===== config.mk =====
export PLATFORM = sky130hd
export DESIGN_NAME = tick_timer
export DESIGN_NICKNAME = d
export VERILOG_FILES = /design/src/rtl/tick_timer_pkg.sv /design/src/rtl/tt_prescaler.sv /design/src/rtl/tt_edge_sync.sv /design/src/rtl/tt_down_counter.sv /design/src/rtl/tick_timer.sv
export SDC_FILE = /design/constraint.sdc
export NUM_CORES = 1
export LEC_CHECK = 0
export ABC_AREA = 1
export BUFFER_PORTS_ARGS = -buffer_cell sky130_fd_sc_hd__buf_2
export CAP_MARGIN = 20
export CORE_UTILIZATION = 50
export CTS_BUF_LIST = sky130_fd_sc_hd__clkbuf_16
export CTS_CLUSTER_SIZE = 14
export DETAILED_ROUTE_END_ITERATION = 8
export PLACE_DENSITY = 0.75
export SLEW_MARGIN = 30
export SYNTH_ARGS = -nofsm -noshare
export SYNTH_HDL_FRONTEND = slang
export SYNTH_SLANG_ARGS = --single-unit

===== constraint.sdc =====
create_clock -name clk_i -period 1.5 [get_ports clk_i]
set_input_delay 0.15 -clock clk_i [delete_from_list [all_inputs] [get_ports clk_i]]
set_output_delay 0.15 -clock clk_i [all_outputs]
set_load 0.005 [all_outputs]

===== src/rtl/tick_timer_pkg.sv =====
package tick_timer_pkg;

  localparam int REG_AW = 3;

  typedef enum logic [REG_AW-1:0] {
    RA_CTRL   = 3'd0,
    RA_CFG    = 3'd1,
    RA_CNTBUF = 3'd2,
    RA_CMPBUF = 3'd3,
    RA_COUNT  = 3'd4,
    RA_CMPACT = 3'd5,
    RA_PEND   = 3'd6
  } reg_addr_e;

  // control register, bit 0 start, bit 1 manual update, bit 2 auto-reload
  typedef struct packed {
    logic auto_rl;
    logic manual;
    logic start;
  } ctrl_t;

endpackage


===== src/rtl/tt_prescaler.sv =====
module tt_prescaler #(
  parameter int PSC_W = 8,
  parameter int SEL_W = 2
) (
  input  logic             clk_i,
  input  logic             rst_i,
  input  logic             run_i,
  input  logic [PSC_W-1:0] psc_i,
  input  logic [SEL_W-1:0] sel_i,
  output logic             tick_o
);
  localparam int DIV_W = 1 << SEL_W;

  logic [PSC_W-1:0] psc_cnt;
  logic [DIV_W-1:0] div_cnt;
  logic [DIV_W-1:0] div_lim;
  logic [DIV_W:0]   div_pow;
  logic             pre_tick;

  always_comb begin
    div_pow  = (DIV_W+1)'(1) << (int'(sel_i) + 1);
    div_lim  = DIV_W'(div_pow - 1'b1);
    pre_tick = run_i && (psc_cnt >= psc_i);
  end

  always_ff @(posedge clk_i) begin
    if (rst_i || !run_i) begin
      psc_cnt <= '0;
      div_cnt <= '0;
      tick_o  <= 1'b0;
    end else begin
      tick_o <= 1'b0;
      if (pre_tick) begin
        psc_cnt <= '0;
        if (div_cnt >= div_lim) begin
          div_cnt <= '0;
          tick_o  <= 1'b1;
        end else begin
          div_cnt <= div_cnt + 1'b1;
        end
      end else begin
        psc_cnt <= psc_cnt + 1'b1;
      end
    end
  end

endmodule


===== src/rtl/tt_edge_sync.sv =====
module tt_edge_sync #(
  parameter int STAGES = 2
) (
  input  logic clk_i,
  input  logic rst_i,
  input  logic async_i,
  output logic rise_o
);
  logic [STAGES-1:0] chain;
  logic              last_q;

  always_ff @(posedge clk_i) begin
    if (rst_i) chain[0] <= 1'b0;
    else       chain[0] <= async_i;
  end

  generate
    for (genvar g = 1; g < STAGES; g++) begin : g_stage
      always_ff @(posedge clk_i) begin
        if (rst_i) chain[g] <= 1'b0;
        else       chain[g] <= chain[g-1];
      end
    end
  endgenerate

  always_ff @(posedge clk_i) begin
    if (rst_i) begin
      last_q <= 1'b0;
      rise_o <= 1'b0;
    end else begin
      last_q <= chain[STAGES-1];
      rise_o <= chain[STAGES-1] && !last_q;
    end
  end

endmodule


===== src/rtl/tt_down_counter.sv =====
module tt_down_counter #(
  parameter int CNT_W = 16
) (
  input  logic             clk_i,
  input  logic             rst_i,
  input  logic             run_i,
  input  logic             tick_i,
  input  logic             manual_i,
  input  logic             auto_rl_i,
  input  logic [CNT_W-1:0] cnt_buf_i,
  input  logic [CNT_W-1:0] cmp_buf_i,
  output logic [CNT_W-1:0] cnt_o,
  output logic [CNT_W-1:0] cmp_o,
  output logic             uf_o,
  output logic             stop_o
);
  logic at_zero;
  logic step;

  always_comb begin
    at_zero = (cnt_o == '0);
    step    = run_i && tick_i && !manual_i;
  end

  always_ff @(posedge clk_i) begin
    if (rst_i) begin
      cnt_o  <= '0;
      cmp_o  <= '0;
      uf_o   <= 1'b0;
      stop_o <= 1'b0;
    end else begin
      uf_o   <= 1'b0;
      stop_o <= 1'b0;
      if (manual_i) begin
        cnt_o <= cnt_buf_i;
        cmp_o <= cmp_buf_i;
      end else if (step) begin
        if (at_zero) begin
          uf_o <= 1'b1;
          if (auto_rl_i) begin
            cnt_o <= cnt_buf_i;
            cmp_o <= cmp_buf_i;
          end else begin
            stop_o <= 1'b1;
          end
        end else begin
          cnt_o <= cnt_o - 1'b1;
        end
      end
    end
  end

endmodule


===== src/rtl/tick_timer.sv =====
module tick_timer
  import tick_timer_pkg::*;
#(
  parameter int CNT_W       = 16,
  parameter int PSC_W       = 8,
  parameter int SEL_W       = 2,
  parameter int SYNC_STAGES = 2,
  parameter int DATA_W      = 16
) (
  input  logic              clk_i,
  input  logic              rst_i,
  input  logic              ext_tick_i,
  input  logic              wr_en_i,
  input  logic [REG_AW-1:0] wr_addr_i,
  input  logic [DATA_W-1:0] wr_data_i,
  input  logic [REG_AW-1:0] rd_addr_i,
  output logic [DATA_W-1:0] rd_data_o,
  output logic [CNT_W-1:0]  count_o,
  output logic              irq_pend_o
);
  localparam int CFG_W   = PSC_W + SEL_W + 1;
  localparam int SRC_BIT = PSC_W + SEL_W;

  ctrl_t            ctrl_q;
  logic [CFG_W-1:0] cfg_q;
  logic [CNT_W-1:0] cnt_buf_q;
  logic [CNT_W-1:0] cmp_buf_q;
  logic [CNT_W-1:0] cmp_act;
  logic             run;
  logic             manual_w;
  logic             auto_w;
  logic             src_ext;
  logic             psc_tick;
  logic             ext_rise;
  logic             tick;
  logic             uf;
  logic             stop;
  logic             ack_clr;

  always_comb begin
    manual_w = ctrl_q.manual;
    auto_w   = ctrl_q.auto_rl;
    run      = ctrl_q.start && !ctrl_q.manual;
    src_ext  = cfg_q[SRC_BIT];
    tick     = src_ext ? ext_rise : psc_tick;
    ack_clr  = wr_en_i && (wr_addr_i == RA_PEND) && wr_data_i[0];
  end

  always_ff @(posedge clk_i) begin
    if (rst_i) begin
      ctrl_q    <= '0;
      cfg_q     <= '0;
      cnt_buf_q <= '0;
      cmp_buf_q <= '0;
    end else begin
      if (wr_en_i) begin
        case (wr_addr_i)
          RA_CTRL:   ctrl_q    <= ctrl_t'(wr_data_i[2:0]);
          RA_CFG:    cfg_q     <= wr_data_i[CFG_W-1:0];
          RA_CNTBUF: cnt_buf_q <= wr_data_i[CNT_W-1:0];
          RA_CMPBUF: cmp_buf_q <= wr_data_i[CNT_W-1:0];
          default: ;
        endcase
      end
      if (stop) ctrl_q.start <= 1'b0;
    end
  end

  always_ff @(posedge clk_i) begin
    if (rst_i)        irq_pend_o <= 1'b0;
    else if (uf)      irq_pend_o <= 1'b1;
    else if (ack_clr) irq_pend_o <= 1'b0;
  end

  always_ff @(posedge clk_i) begin
    if (rst_i) begin
      rd_data_o <= '0;
    end else begin
      case (rd_addr_i)
        RA_CTRL:   rd_data_o <= DATA_W'(ctrl_q);
        RA_CFG:    rd_data_o <= DATA_W'(cfg_q);
        RA_CNTBUF: rd_data_o <= DATA_W'(cnt_buf_q);
        RA_CMPBUF: rd_data_o <= DATA_W'(cmp_buf_q);
        RA_COUNT:  rd_data_o <= DATA_W'(count_o);
        RA_CMPACT: rd_data_o <= DATA_W'(cmp_act);
        RA_PEND:   rd_data_o <= DATA_W'(irq_pend_o);
        default:   rd_data_o <= '0;
      endcase
    end
  end

  tt_prescaler #(.PSC_W(PSC_W), .SEL_W(SEL_W)) u_psc (
    .clk_i  (clk_i),
    .rst_i  (rst_i),
    .run_i  (run),
    .psc_i  (cfg_q[PSC_W-1:0]),
    .sel_i  (cfg_q[PSC_W+SEL_W-1:PSC_W]),
    .tick_o (psc_tick)
  );

  tt_edge_sync #(.STAGES(SYNC_STAGES)) u_sync (
    .clk_i   (clk_i),
    .rst_i   (rst_i),
    .async_i (ext_tick_i),
    .rise_o  (ext_rise)
  );

  tt_down_counter #(.CNT_W(CNT_W)) u_cnt (
    .clk_i     (clk_i),
    .rst_i     (rst_i),
    .run_i     (run),
    .tick_i    (tick),
    .manual_i  (manual_w),
    .auto_rl_i (auto_w),
    .cnt_buf_i (cnt_buf_q),
    .cmp_buf_i (cmp_buf_q),
    .cnt_o     (count_o),
    .cmp_o     (cmp_act),
    .uf_o      (uf),
    .stop_o    (stop)
  );

endmodule


Yosys cells after proc, flatten, opt, wreduce, memory -nomap -nowiden:

Cells that the tools add are included.

* $add $sub $neg: 5
* order comparisons: 2
* eq/ne operators: 11
* shifts and indexed selects: 1
* multiplexer cells: 16
* bitwise gates (word level): 3
* reductions and logical operators: 29

Operators by type and width (number)
* $mux W16: 8
* $pmux W16 S7: 1
* $shl A1 B32 Y4 const A: 1
* $logic_not A16 Y1: 1
* $sub A16 B1 Y16 const B: 1
* $eq A3 B2 Y1 const B: 4
* $eq A3 B3 Y1 const B: 4
* $reduce_and A2 Y1: 5
* $add A8 B1 Y8 const B: 1
* $ge A8 B8 Y1: 1
* $reduce_bool A2 Y1: 4
* $logic_and A1 B1 Y1: 7
* $eq A3 B1 Y1 const B: 2
* $logic_not A3 Y1: 2
* $mux W1: 6
* $reduce_or A2 Y1: 3
* $add A4 B1 Y4 const B: 1
* $ge A4 B4 Y1: 1
* $mux W4: 1
* $reduce_or A4 Y1: 1
* $sub A4 B1 Y4 const B: 1
* $add A2 B1 Y3 const B: 1
* $logic_not A1 Y1: 3
* $ne A3 B3 Y1 const B: 1
* other kinds (4): 6

* register bits: 114
* bits of input ports: 26
* output and inout port bits: 33
* word-level logic and storage cells: 86

Depth between registers and ports, before layout:

* depth after elaboration: 6
* depth in mapped cells: 12

Modules after synthesis:

Synthesis repeated with hierarchy kept, for this count alone.

* cells, all modules: 826
* area, all modules: 5770.5 µm²

By module, submodules not included
* tick_timer: instances 1, cells an instance 399, area each 2768.9 µm²
* tt_down_counter: instances 1, cells an instance 300, area each 1936.9 µm²
* tt_prescaler: instances 1, cells an instance 115, area each 949.7 µm²
* tt_edge_sync: instances 1, cells an instance 12, area each 115.1 µm²

Worst setup path before layout:

OpenSTA, ideal clock, no wires.

* path type: reg-to-reg
* from: reg u_cnt.cnt_o[0]
* to: reg u_cnt.cmp_o[1]
* setup time: 0.118 ns
* data arrival time: 1.460 ns
* data required time: 1.382 ns
* slack: -0.078 ns
* stages on the path, launching flop included: 11
* period minus slack after synthesis: 1.578 ns
* path through: dfxtp_1 > inv_1 > ha_1 > nand2_4 > nor2_8 > nand2_8 > nand2_8 > nand3_4 > buf_6 > o21ai_1 > a21oi_2

* cells in the longest elaborated chain, start to end: 3

RTL lines
* start: declaration: RTL line tt_down_counter.sv:12 `output logic [CNT_W-1:0] cnt_o,`
* start signal: assignment: RTL line tt_down_counter.sv:35 `cnt_o <= cnt_buf_i;`
* start signal: assignment: RTL line tt_down_counter.sv:41 `cnt_o <= cnt_buf_i;`
* start signal: assignment: RTL line tt_down_counter.sv:47 `cnt_o <= cnt_o - 1'b1;`
* $logic_not A16 Y1: RTL line tt_down_counter.sv:21 `at_zero = (cnt_o == '0);`
* $reduce_bool A2 Y1 (no source line)
* $reduce_and A3 Y1 (no source line)
* end signal: assignment: RTL line tt_down_counter.sv:36 `cmp_o <= cmp_buf_i;`
* end signal: assignment: RTL line tt_down_counter.sv:42 `cmp_o <= cmp_buf_i;`
* end: declaration: RTL line tt_down_counter.sv:13 `output logic [CNT_W-1:0] cmp_o,`

No other way between the ends.
A chain may end at the register's enable or synchronous reset.

Worst setup path in the final report:

* from: reg u_cnt.cnt_o[1]
* to: reg u_cnt.cmp_o[12]

The elaborated chain is that of the path after synthesis.

==> qor.yml <==
outcome: "complete, but fails checks"
violations: "setup timing"
row_count: 37
cp_max_fo: 16
core-area_sq_um: 10400
chipHeight_um: 106
fin_worst_skew_ns: 0.00763
post-route-min-period_ns: 1.54
total_leakage_power_uw: 0.00316
drive_above_1_share: 0.329
boundaryPins: 59
p_per_area_nw_per_um2: 1120
cp-end-kind: "register"
synth_cell_types: 40
antenna_cells: 0
grt_start_max_net_pins: 63
floorplan.initialDensity: 0.520
gr-usage-all-layers: 0.292
wl_per_cell_um: 17.3
ir_drop_uv: 859
yosysSeqAreaShare: 0.422
final_common_cell: "dfxtp_1"
cts.clk_slew.worst_paths_ns: 0.05
ant_nets: 0
synth_edf_count: 0
start_kind: "register"
cap_viol_max_count: 0
rsz0062_at_grt: "yes"
pre_cts_ws_ns: -0.0927
cts_tree: "done"
crit_type: "register to register"
syn_inst: 715
layout_common_cells: "dfxtp_1 (97), inv_1 (87), nand2_1 (77)"
via_per_inst: 5.75
final-setup-viol-count: 9
h-tree-depth: 4
hold_class: "primary input to register"
finalHoldViolations: 0
wl_um: 16900
setup-tns-final_ns: -0.191
yosys_register_bits: 114
antenna_found_initial: 0
utilization: 0.704
io_buffers: 58
period_share: 1.03
grt_first_pass_wirelength_um: 25400
route.detailed.drc: 0
critical_path_arrival_ns: 1.83
drt_iter0_drc: 478
hpwl_um: 11000
root_buffer: "clkbuf_16"
vias: 5615
cp.required_ns: 1.79
die-area_sq_um: 11200
grt_overflow: 0
async_flop_share: 0
fmax_ghz: 0.650
clk_latency_ns: 0.41
max_slew_margin: 0.646
routabilityCongestion: 0.885
fin_nets: 871
worstMarginPinSlew_ns: 0.530
numClockSinks: 114
post-route-worst-setup-slack_ns: -0.0389
synth_warnings: 0
numCtsBuffers: 17
areaGrowthSynthToFinish_pct: 35.5
die-width_um: 106
firstDrtPassIters: 7
syn-mean-instance-area_sq_um: 7.57
total_power_uw: 8200
ctsLongestPathBuffers: 2
syn_area_sq_um: 5410
slew_viol_final: 0
synth_ff_type: "dfxtp_1"
syn_nets: 757
fill_cells: 803
grt_pass1_vias: 5315
## where the power goes
group	total, uW	internal, uW	switching (uW)
Combinational	621	226	395
Clock	4450	3070	1380
Sequential	3130	3090	38.1
Total	8200	6380	1810
## worst paths after layout
check,endpoint,cells after the start,from,slack [ns]
worst max-delay path,u_cnt.cmp_o[12],10,u_cnt.cnt_o[1],-0.04
worst min-delay path,cnt_buf_q[14],3,wr_data_i[14],0.02
worst max register to register,u_cnt.cmp_o[12],10,u_cnt.cnt_o[1],-0.04
worst min register to register,u_sync.rise_o,1,u_sync.last_q,0.39
## sequential cells by signal, indices dropped and copies added (netlist names), 2 cells and up
register and count:
cfg_q 11, cmp_buf_q 16, cnt_buf_q 16, rd_data_o 16, u_cnt.cmp_o 16, u_cnt.cnt_o 16
u_psc.div_cnt 4, u_psc.psc_cnt 8, u_sync.chain 2
## worst max-delay path: stages, from the launching register on
cell     delay, ns
dfxtp_2       0.33
inv_2         0.09
ha_4          0.15
nand2_4       0.06
nor2_8        0.12
nand2_8       0.07
nand2_8       0.08
nand3_4       0.11
buf_12        0.19
o21ai_2       0.13
a21oi_1       0.07
## cells by family (layout without fill, tap and decap cells)
| family | after synthesis | after routing | synth area share |
|---|---|---|---|
| xor gates and xnor gates | 10 | 10 | 0.0162 |
| adders and majority gates | 16 | 16 | 0.0370 |
| and+or+nand+nor | 248 | 248 | 0.221 |
| AOI/OAI and AO/OA | 198 | 198 | 0.208 |
| DFF | 114 | 114 | 0.422 |
| buffers and inverters | 128 | 254 | 0.0962 |
| other | 1 | 1 | 0.000693 |
## per-stage QoR
stage	std cells	instance area (sq um)	hold slack, ns
finish	977	7330	0.0232
global route	977	7330	0.0300
CTS	970	7030	0.0179
detailed placement	935	6210	0.362
global placement	935	6210	0.366
floorplan	715	5430	0.240
## area by class of cell
class	instances	area (sq um)	area share
clock buffer	17	425	0.0580
clock inverter	14	219	0.0299
tap	136	170	0.0232
inverter	101	392	0.0534
timing repair buffer	122	875	0.119
sequential	114	2310	0.315
multi-input combinational	473	2940	0.401
## repair_timing
item,CTS,global route
gates cloned,0,2
hold buffers,1,0
resized for setup,43,67
endpoints found under the hold margin,1,0
endpoints found under the setup margin,45,45
setup buffers,3,5
pin swaps,24,28
## cell usage after synthesis, types with 2 or more instances
master	instances	area share
dfxtp_1	114	0.42
inv_1	98	0.068
nand2_1	86	0.060
nor2_1	78	0.054
a21oi_1	75	0.069
o21ai_0	57	0.053
nand3_1	42	0.039
o22ai_1	26	0.030
ha_1	16	0.037
clkbuf_1	15	0.010
o21ai_1	10	0.0092
a21oi_2	9	0.015
nand4_1	9	0.010
a211oi_1	8	0.011
nor3_1	7	0.0065
nor2_4	6	0.012
xor2_1	6	0.0097
a221oi_1	5	0.0081
buf_2	5	0.0046
o21ai_2	5	0.0081
xnor2_1	4	0.0065
buf_4	3	0.0042
buf_6	3	0.0062
nand2_2	3	0.0035
nand3b_1	3	0.0042
or2_2	3	0.0035
inv_2	2	0.0014
nand2_4	2	0.0042
nand2_8	2	0.0074
nor2_8	2	0.0074
o211ai_1	2	0.0028
## routing by layer
layer | wire, um | GRT usage | up-vias
li1 | - | - | 2613
met1 | 6620 | 0.346 | 2662
met2 | 8210 | 0.491 | 276
met3 | 1230 | 0.0576 | 64
met4 | 800 | 0.170 | 0
met5 | 0 | 0 | -
Power figures use the tool's default switching activity.
